==> src/rtl/awu_pkg.sv <==
package awu_pkg;

  localparam logic [1:0] SEL_CTRL = 2'd0;
  localparam logic [1:0] SEL_STAT = 2'd1;
  localparam logic [1:0] SEL_ADRA = 2'd2;
  localparam logic [1:0] SEL_ADRB = 2'd3;

  localparam int NUM_REF  = 2;
  localparam int ST_W     = 2 * NUM_REF + 2;
  localparam int ST_RG_RD = 2 * NUM_REF;
  localparam int ST_RG_WR = 2 * NUM_REF + 1;

  typedef struct packed {
    logic range_sel;
    logic wr_en;
    logic rd_en;
    logic fetch_sel;
    logic halt_en;
  } ctrl_t;

  localparam int CTRL_W = $bits(ctrl_t);

  typedef logic [31:0] wide_t;

  function automatic logic addr_eq(wide_t a, wide_t b);
    return a == b;
  endfunction

  function automatic logic addr_within(wide_t a, wide_t lo, wide_t hi);
    return (a >= lo) && (a <= hi);
  endfunction

  function automatic logic [ST_W-1:0] sticky_next(logic [ST_W-1:0] cur,
                                                  logic [ST_W-1:0] clr,
                                                  logic [ST_W-1:0] set);
    return (cur & ~clr) | set;
  endfunction

endpackage

==> src/rtl/awu_regs.sv <==
module awu_regs
  import awu_pkg::*;
#(
  parameter int AW       = 16,
  parameter int DW       = 16,
  parameter int RANGE_EN = 1
) (
  input  logic            clk,
  input  logic            rst_n,
  input  logic [1:0]      reg_sel,
  input  logic            reg_we,
  input  logic [DW-1:0]   reg_wdata,
  input  logic [ST_W-1:0] hit_vec,
  output ctrl_t           ctrl_q,
  output logic [AW-1:0]   addra_q,
  output logic [AW-1:0]   addrb_q,
  output logic [ST_W-1:0] status_q,
  output logic [ST_W-1:0] clr_vec,
  output logic [DW-1:0]   reg_rdata
);

  ctrl_t ctrl_d;
  logic  we_ctrl, we_adra, we_adrb, we_stat;

  assign we_ctrl = reg_we && (reg_sel == SEL_CTRL);
  assign we_stat = reg_we && (reg_sel == SEL_STAT);
  assign we_adra = reg_we && (reg_sel == SEL_ADRA);
  assign we_adrb = reg_we && (reg_sel == SEL_ADRB);

  assign clr_vec = we_stat ? reg_wdata[ST_W-1:0] : '0;

  always_comb begin
    ctrl_d = ctrl_t'(reg_wdata[CTRL_W-1:0]);
    if (RANGE_EN == 0) ctrl_d.range_sel = 1'b0;
  end

  always_ff @(posedge clk or negedge rst_n) begin
    if (!rst_n) begin
      ctrl_q   <= '0;
      addra_q  <= '0;
      addrb_q  <= '0;
      status_q <= '0;
    end else begin
      if (we_ctrl) ctrl_q  <= ctrl_d;
      if (we_adra) addra_q <= reg_wdata[AW-1:0];
      if (we_adrb) addrb_q <= reg_wdata[AW-1:0];
      status_q <= sticky_next(status_q, clr_vec, hit_vec);
    end
  end

  always_comb begin
    reg_rdata = '0;
    case (reg_sel)
      SEL_CTRL: reg_rdata[CTRL_W-1:0] = ctrl_q;
      SEL_STAT: reg_rdata[ST_W-1:0]   = status_q;
      SEL_ADRA: reg_rdata[AW-1:0]     = addra_q;
      default:  reg_rdata[AW-1:0]     = addrb_q;
    endcase
  end

endmodule

==> src/rtl/awu_match.sv <==
module awu_match
  import awu_pkg::*;
#(
  parameter int AW = 16
) (
  input  logic [AW-1:0]      obs_addr,
  input  logic [AW-1:0]      addra_q,
  input  logic [AW-1:0]      addrb_q,
  output logic [NUM_REF-1:0] eq_vec,
  output logic               in_rng
);

  logic [AW-1:0] ref_addr [NUM_REF];

  assign ref_addr[0] = addra_q;
  assign ref_addr[1] = addrb_q;

  for (genvar g = 0; g < NUM_REF; g++) begin : g_cmp
    assign eq_vec[g] = addr_eq(wide_t'(obs_addr), wide_t'(ref_addr[g]));
  end

  assign in_rng = addr_within(wide_t'(obs_addr), wide_t'(addra_q), wide_t'(addrb_q));

endmodule

==> src/rtl/awu_event.sv <==
module awu_event
  import awu_pkg::*;
#(
  parameter int RANGE_EN = 1
) (
  input  logic               clk,
  input  logic               rst_n,
  input  ctrl_t              ctrl_q,
  input  logic               bus_rd,
  input  logic               bus_wr,
  input  logic               fetch_vld,
  input  logic [NUM_REF-1:0] eq_vec,
  input  logic               in_rng,
  output logic               rd_evt,
  output logic               wr_evt,
  output logic               range_act,
  output logic [ST_W-1:0]    hit_vec,
  output logic               halt_req
);

  assign rd_evt = ctrl_q.rd_en && (ctrl_q.fetch_sel ? fetch_vld : bus_rd);
  assign wr_evt = ctrl_q.wr_en && !ctrl_q.fetch_sel && bus_wr;

  for (genvar g = 0; g < NUM_REF; g++) begin : g_pt
    assign hit_vec[2*g]   = !range_act && rd_evt && eq_vec[g];
    assign hit_vec[2*g+1] = !range_act && wr_evt && eq_vec[g];
  end

  if (RANGE_EN != 0) begin : g_rng
    assign range_act         = ctrl_q.range_sel;
    assign hit_vec[ST_RG_RD] = range_act && rd_evt && in_rng;
    assign hit_vec[ST_RG_WR] = range_act && wr_evt && in_rng;
  end else begin : g_norng
    logic unused_rng;
    assign unused_rng        = in_rng ^ ctrl_q.range_sel;
    assign range_act         = 1'b0;
    assign hit_vec[ST_RG_RD] = 1'b0;
    assign hit_vec[ST_RG_WR] = 1'b0;
  end

  always_ff @(posedge clk or negedge rst_n) begin
    if (!rst_n) halt_req <= 1'b0;
    else        halt_req <= ctrl_q.halt_en && (hit_vec != '0);
  end

endmodule

==> src/rtl/addr_watch_unit.sv <==
module addr_watch_unit
  import awu_pkg::*;
#(
  parameter int AW       = 16,
  parameter int DW       = 16,
  parameter int RANGE_EN = 1
) (
  input  logic          clk,
  input  logic          rst_n,
  input  logic [1:0]    reg_sel,
  input  logic          reg_we,
  input  logic [DW-1:0] reg_wdata,
  output logic [DW-1:0] reg_rdata,
  input  logic [AW-1:0] bus_addr,
  input  logic          bus_rd,
  input  logic          bus_wr,
  input  logic          fetch_vld,
  input  logic [AW-1:0] fetch_addr,
  output logic          pending,
  output logic          halt_req
);

  ctrl_t               ctrl_q;
  logic [AW-1:0]       addra_q, addrb_q, obs_addr;
  logic [ST_W-1:0]     status_q, clr_vec, hit_vec;
  logic [NUM_REF-1:0]  eq_vec;
  logic                in_rng, rd_evt, wr_evt, range_act;
  logic                halt_en_w, fetch_sel_w;

  assign halt_en_w   = ctrl_q.halt_en;
  assign fetch_sel_w = ctrl_q.fetch_sel;
  assign obs_addr    = fetch_sel_w ? fetch_addr : bus_addr;

  awu_regs #(.AW(AW), .DW(DW), .RANGE_EN(RANGE_EN)) u_regs (
    .clk(clk), .rst_n(rst_n), .reg_sel(reg_sel), .reg_we(reg_we),
    .reg_wdata(reg_wdata), .hit_vec(hit_vec), .ctrl_q(ctrl_q),
    .addra_q(addra_q), .addrb_q(addrb_q), .status_q(status_q),
    .clr_vec(clr_vec), .reg_rdata(reg_rdata)
  );

  awu_match #(.AW(AW)) u_match (
    .obs_addr(obs_addr), .addra_q(addra_q), .addrb_q(addrb_q),
    .eq_vec(eq_vec), .in_rng(in_rng)
  );

  awu_event #(.RANGE_EN(RANGE_EN)) u_event (
    .clk(clk), .rst_n(rst_n), .ctrl_q(ctrl_q), .bus_rd(bus_rd),
    .bus_wr(bus_wr), .fetch_vld(fetch_vld), .eq_vec(eq_vec),
    .in_rng(in_rng), .rd_evt(rd_evt), .wr_evt(wr_evt),
    .range_act(range_act), .hit_vec(hit_vec), .halt_req(halt_req)
  );

  assign pending = |status_q;

endmodule

==> config.mk <==
export PLATFORM = sky130hd
export DESIGN_NAME = addr_watch_unit
export DESIGN_NICKNAME = d
export VERILOG_FILES = /design/src/rtl/awu_pkg.sv /design/src/rtl/awu_regs.sv /design/src/rtl/awu_match.sv /design/src/rtl/awu_event.sv /design/src/rtl/addr_watch_unit.sv
export SDC_FILE = /design/constraint.sdc
export NUM_CORES = 1
export LEC_CHECK = 0
export CORE_UTILIZATION = 46
export CTS_CLUSTER_DIAMETER = 120
export DETAILED_ROUTE_END_ITERATION = 10
export GPL_ROUTABILITY_DRIVEN = 0
export PLACE_DENSITY = 0.75
export SKIP_LAST_GASP = 1
export SYNTH_ARGS = -nofsm -noshare
export SYNTH_HDL_FRONTEND = slang
export SYNTH_SLANG_ARGS = --single-unit
export TNS_END_PERCENT = 30
==> constraint.sdc <==
create_clock -name clk -period 5.4 [get_ports clk]
set_input_delay 0.81 -clock clk [delete_from_list [all_inputs] [get_ports clk]]
set_output_delay 0.81 -clock clk [all_outputs]
set_load 0.01 [all_outputs]
==> impl_metrics.yaml, run 1 <==
logic_synthesis:
  ys_ff_latch: 44
  synthXorXnorAreaFrac_pct: 0
  synth_top_family_by_area: "multiplexers"
  synthDominantCellAreaShare_pct: 36.47
  yosys.area_share.simple_pct: 10.48
  postSynthNetCount: 366
  syn_area_mm2: 0.003019
  yosysWarnings: 0
  synth_compound_area_share_pct: 7.625
  syn_area_per_cell_um2: 10.86
  synth_cells: 278
  synth_top_area_cell: "dfrtp_1"
  yosys.area_share.adder_pct: 13.26
  synthMuxAreaShare_pct: 27.14
  ys_seq_area_share_pct: 36.47
  yosysUniqueCellTypes: 36
  synth_area_leaders: "dfrtp_1 36%, mux2_2 20%, ha_1 13%"
finish:
  final_util_pct: 61.69
  drive_gt1_share_pct: 20.23
  num-fill-cells: 504
  nets: 439
  final_common_cell: "clkdlybuf4s50_1"
  layout_common_cells: "72 x clkdlybuf4s50_1, 53 x mux2_2, 44 x dfrtp_1, 32 x ha_1, 31 x inv_1"
  area_delta_synth_final_pct: 29.76
  antenna_cells: 0
  ff_latch_area_mm2: 0.001101
  multiInputGateArea_mm2: 0.001767
  finalNonFillerCells: 428
clocking:
  cts_setup_buffers: 0
  clk_pin_slew_ns: 0.08
  clock_latency_ns: 0.29
  clk_path_buf_depth: 2
  holdBufCountCts: 0
  clockRootBuffer: "clkbuf_8"
  cts_resized: 0
  tritoncts: "yes"
  clock_sinks: 44
  numCtsBuffers: 5
  ctsHtreeMaxLevel: 2
setup_path:
  cp.required_ns: 4.59
  cp-end-kind: "primary output"
  critPathArrivalTime_ns: 2.93
  rr_worst_depth: 7
  crit_fanout: 21
  criticalPathCategory: "input port to primary output"
  critPathMaxStageDelay_ns: 1.03
  cp_num_buf_inv: 2
  slowest_stage: "clkdlybuf4s50_1"
  worst_setup_path_start_kind: "input port"
  path_depth: 3
  path_cells: "clkdlybuf4s50_1 -> mux4_2 -> clkdlybuf4s50_1"
  critPathTopFamily: "buffers and inverters"
  path_common_cell: "clkdlybuf4s50_1"
detailed_routing:
  drt-total-wl_um: 6904
  vias_per_cell: 5.449
  vias: 2332
  drtPass1Iterations: 4
  drt-wirelength-per-cell_um: 16.13
  final_antenna_net_count: 0
  drc: 0
  drt_iter0_markers: 100
timing:
  period_share_pct: 69.27
  drv_slew: 0
  hold_viol_final: 0
  setup_viol: 0
  worst_pin_slew_ns: 0.9773
  setup_tns_ns: 0
  holdWs_ns: 0.5341
  fmax_mhz: 267.3
  relSlewSlack_pct: 34.85
  rsz0062_at_grt: "no"
  clock_skew_ns: 0.007267
  period_minus_slack_ns: 3.741
floorplan:
  fp.dieH_um: 83.02
  core_region_area_mm2: 0.006350
  start_util_pct: 47.55
  die_x_um: 83.02
  io_pins: 74
  num_rows: 29
  dieArea_mm2: 0.006891
worst_hold_path:
  whs_path_depth: 1
  hold_class: "flip-flop to flip-flop"
grt:
  grt_pass1_wl_um: 11340
  grt_pass1_vias: 2316
  grt_max_degree: 45
  grt.total_usage_pct: 20.71
  gr-total-overflow: 0
  antenna_found_initial: 0
place:
  io_buffer_count: 73
  hpwl_um: 5326
  dp_cells: 421
pwr:
  p_leak_nw: 1.750
  peakVddDrop_mv: 0.1719
  powerDensity_mw_per_mm2: 285.2
flow_run:
  cap_violations: 0
run_status:
  status: "complete, no violations"
## worst paths after layout
check                                              startpoint                             to  slack [ns]
min in group asynchronous                               rst_n  u_regs.addrb_q[5]$_DFFE_PN0P_        0.67
worst max-delay path                               reg_sel[1]                   reg_rdata[4]        1.66
worst max register to register   u_regs.ctrl_q[1]$_DFFE_PN0P_   u_regs.status_q[4]$_DFF_PN0_        2.07
worst min-delay path            u_regs.addra_q[1]$_DFFE_PN0P_  u_regs.addra_q[1]$_DFFE_PN0P_        0.53
max in group asynchronous                               rst_n   u_regs.status_q[1]$_DFF_PN0_        4.12
worst min register to register  u_regs.addra_q[1]$_DFFE_PN0P_  u_regs.addra_q[1]$_DFFE_PN0P_        0.53
## sequential cells by signal, summed over array words and instances (netlist names)
name	count
u_event.halt_req	1
u_regs.addra_q	16
u_regs.addrb_q	16
u_regs.ctrl_q	5
u_regs.status_q	6
## layout make-up
cell class	count	share of cell area, %
flip-flops and latches	44	28.11
inverters	31	2.970
repair buffers	75	18.91
clock buffers	7	2.459
well taps	77	2.459
multi-input cells	194	45.10
## report_power, final
part | leakage, nW | internal [W] | total, W | switching (W)
sequential | 0.534 | 0.000389 | 0.000448 | 0.0000594
combinational | 1.17 | 0.000250 | 0.000447 | 0.000197
clock | 0.0503 | 0.000114 | 0.000222 | 0.000108
## layer usage
metal,share of wire [%],GRT usage (%)
met5,0,0
met4,1.1,4.389
met3,4.8,4.672
met2,48,34.20
met1,46,27.92
## kinds of logic (layout without fill, tap and decap cells)
group | Yosys count | after routing
and+or+nand+nor | 59 | 59
buffers and inverters | 40 | 113
AOI/OAI and AO/OA | 34 | 34
muxes | 69 | 69
adders and majority gates | 32 | 32
DFF | 44 | 44
## Yosys cell counts
| master | n |
|---|---|
| buf_1 | 2 |
| dfrtp_1 | 44 |
| o41ai_1 | 2 |
| clkbuf_1 | 6 |
| a2111oi_0 | 1 |
| a21oi_1 | 11 |
| o311ai_0 | 1 |
| inv_1 | 31 |
| nor2_1 | 6 |
| a22o_1 | 4 |
| ha_1 | 32 |
| mux2_2 | 53 |
| nor4_1 | 3 |
| nor2b_1 | 12 |
| nand4_1 | 7 |
| and3b_1 | 1 |
| mux2i_1 | 11 |
| or3_1 | 1 |
| nand2_1 | 20 |
| mux4_2 | 5 |
| nand2b_1 | 1 |
| a21o_1 | 1 |
| o211ai_1 | 2 |
| o21ai_0 | 6 |
| nor3b_1 | 1 |
| a221oi_1 | 1 |
| a211oi_1 | 2 |
| o2bb2ai_1 | 1 |
| nor3_1 | 1 |
| o21a_1 | 1 |
| nand3b_1 | 2 |
| nand3_1 | 2 |
| a31oi_2 | 1 |
| or4_4 | 1 |
| buf_2 | 1 |
| nor2_4 | 1 |
## per-stage QoR
step	instance area, um2	total power [W]	setup WS (ns)
floorplan	3019	0.0007216	2.395
global placement	3821	0.0008873	1.682
detailed placement	3821	0.0009033	1.651
CTS	3918	0.001129	1.643
global route	3918	0.001198	1.566
finish	3918	0.001117	1.659
(Power assumes the default switching activity.)
==> inputs of run 2 (changes only) <==
Clock period 5.4 ns to 3.7 ns, I/O delays scaled along.
==> run 2 against run 1 <==
Combinational power is 51% higher. Non-clock buffer count is 5 higher. Highest routed layer unchanged. Utilization is 0.49 points higher. Clock skew is 0.0050 ns lower. Critical path type unchanged. Total power is 46% higher. Clock power is 39% higher. Design area is 0.80% higher. First-iteration DRC count is 21% higher. Register-to-register slack worse by 1.3 ns.
==> impl_metrics.yaml, run 2 (synthesized netlist as in run 1, its figures left out) <==
run_status:
  status: "complete, no violations"
pwr:
  powerDensity_mw_per_mm2: 412.9
  peakVddDrop_mv: 0.1849
  p_leak_nw: 1.770
timing:
  hold_viol_final: 0
  relSlewSlack_pct: 33.77
  fmax_mhz: 322.6
  period_share_pct: 83.79
  setup_tns_ns: 0
  holdWs_ns: 0.4206
  setup_viol: 0
  period_minus_slack_ns: 3.100
  rsz0062_at_grt: "no"
  worst_pin_slew_ns: 0.9935
  drv_slew: 0
  clock_skew_ns: 0.002245
clocking:
  clk_pin_slew_ns: 0.08
  clock_latency_ns: 0.29
  cts_setup_buffers: 0
  clockRootBuffer: "clkbuf_8"
  ctsHtreeMaxLevel: 2
  clock_sinks: 44
  holdBufCountCts: 0
  numCtsBuffers: 5
  tritoncts: "yes"
  clk_path_buf_depth: 2
  cts_resized: 0
finish:
  drive_gt1_share_pct: 21.01
  reg_top3: "u_regs.addra_q: 16 flops, u_regs.addrb_q: 16 flops, u_regs.status_q: 6 flops"
  stdcell_area_mm2: 0.003949
  antenna_cells: 0
  finalNonFillerCells: 434
  layout_common_cells: "72 x clkdlybuf4s50_1, 53 x mux2_2, 44 x dfrtp_1, 32 x ha_1, 31 x inv_1"
  area_delta_synth_final_pct: 30.79
  nets: 444
  final_common_cell: "clkdlybuf4s50_1"
  num-fill-cells: 529
floorplan:
  io_pins: 74
  num_rows: 29
  start_util_pct: 47.55
  core_region_area_mm2: 0.006350
  dieArea_mm2: 0.006891
  die_x_um: 83.02
  fp.dieH_um: 83.02
detailed_routing:
  drc: 0
  vias_per_cell: 5.551
  drtPass1Iterations: 4
  drt-wirelength-per-cell_um: 16.71
  vias: 2409
  drt-total-wl_um: 7251
  drt_iter0_markers: 121
  final_antenna_net_count: 0
setup_path:
  worst_setup_path_start_kind: "input port"
  critPathArrivalTime_ns: 2.55
  criticalPathCategory: "input port to primary output"
  cp.required_ns: 3.14
  cp-end-kind: "primary output"
  crit_fanout: 14
place:
  hpwl_um: 5505
  io_buffer_count: 73
  place_area_mm2: 0.003859
  dp_cells: 426
grt:
  grt_use_met1_pct: 28.80
  grt_util_met2_pct: 36.14
  grt_pass1_vias: 2481
  grt_pass1_wl_um: 12080
  busiest_layer: "met2"
  grt.total_usage_pct: 21.84
  antenna_found_initial: 0
  gr-total-overflow: 0
  use_met3_pct: 4.970
  grt_max_degree: 45
worst_hold_path:
  hold_class: "input port to asynchronous set/reset pin"
flow_run:
  cap_violations: 0
==> run 2: cell types whose count changed in the layout (fill, tap and decap cells not counted), sizes merged <==
cell | before | now
clkbuf | 7 | 8
buf | 3 | 8
==> run 2: critical path: stages <==
cell and delay [ns]:
clkdlybuf4s50_1 0.82, buf_4 0.35, mux4_2 0.33, clkdlybuf4s50_1 0.49
==> run 2: area by class of cell <==
cell class	count	area (um2)	area share [%]
multi-input combinational	194	1767	44.74
sequential	44	1101	27.88
inverter	31	116.4	2.947
tap	77	96.34	2.440
timing repair buffer	80	778.2	19.71
clock buffer	8	90.09	2.281
==> run 2: path summary, 6_finish.rpt <==
| check | startpoint | to | slack [ns] | depth (start not counted) |
|---|---|---|---|---|
| max | reg_sel[0] | reg_rdata[4] | 0.60 | 4 |
| min | rst_n | u_regs.addra_q[4]$_DFFE_PN0P_ | 0.42 | 1 |
| max reg2reg | u_regs.ctrl_q[1]$_DFFE_PN0P_ | u_regs.status_q[5]$_DFF_PN0_ | 0.73 | 8 |
| min reg2reg | u_regs.status_q[2]$_DFF_PN0_ | u_regs.status_q[2]$_DFF_PN0_ | 0.54 | 1 |
| max in group asynchronous | rst_n | u_regs.addra_q[9]$_DFFE_PN0P_ | 2.66 | 1 |
| min in group clk | u_regs.status_q[2]$_DFF_PN0_ | u_regs.status_q[2]$_DFF_PN0_ | 0.54 | 1 |
==> run 2: power breakdown <==
part | total, W | internal [W] | switching (W)
Combinational | 0.000673 | 0.000370 | 0.000303
Sequential | 0.000649 | 0.000567 | 0.0000812
Clock | 0.000309 | 0.000152 | 0.000157
Total | 0.00163 | 0.00109 | 0.000541
==> run 2: through the flow <==
step / setup slack [ns] / power [W] / utilization [%]
floorplan: 0.6951 / 0.001053 / -
global placement: 0.5934 / 0.001300 / 60.77
detailed placement: 0.5901 / 0.001326 / 60.77
CTS: 0.5838 / 0.001641 / 62.19
global route: 0.4964 / 0.001745 / 62.19
finish: 0.5998 / 0.001631 / 62.19
==> run 2: layer usage <==
layer | up-vias | part of all wire (%)
li1 | 1159 | -
met1 | 1160 | 46
met2 | 82 | 47
met3 | 8 | 6.0
met4 | 0 | 1.0
met5 | - | 0
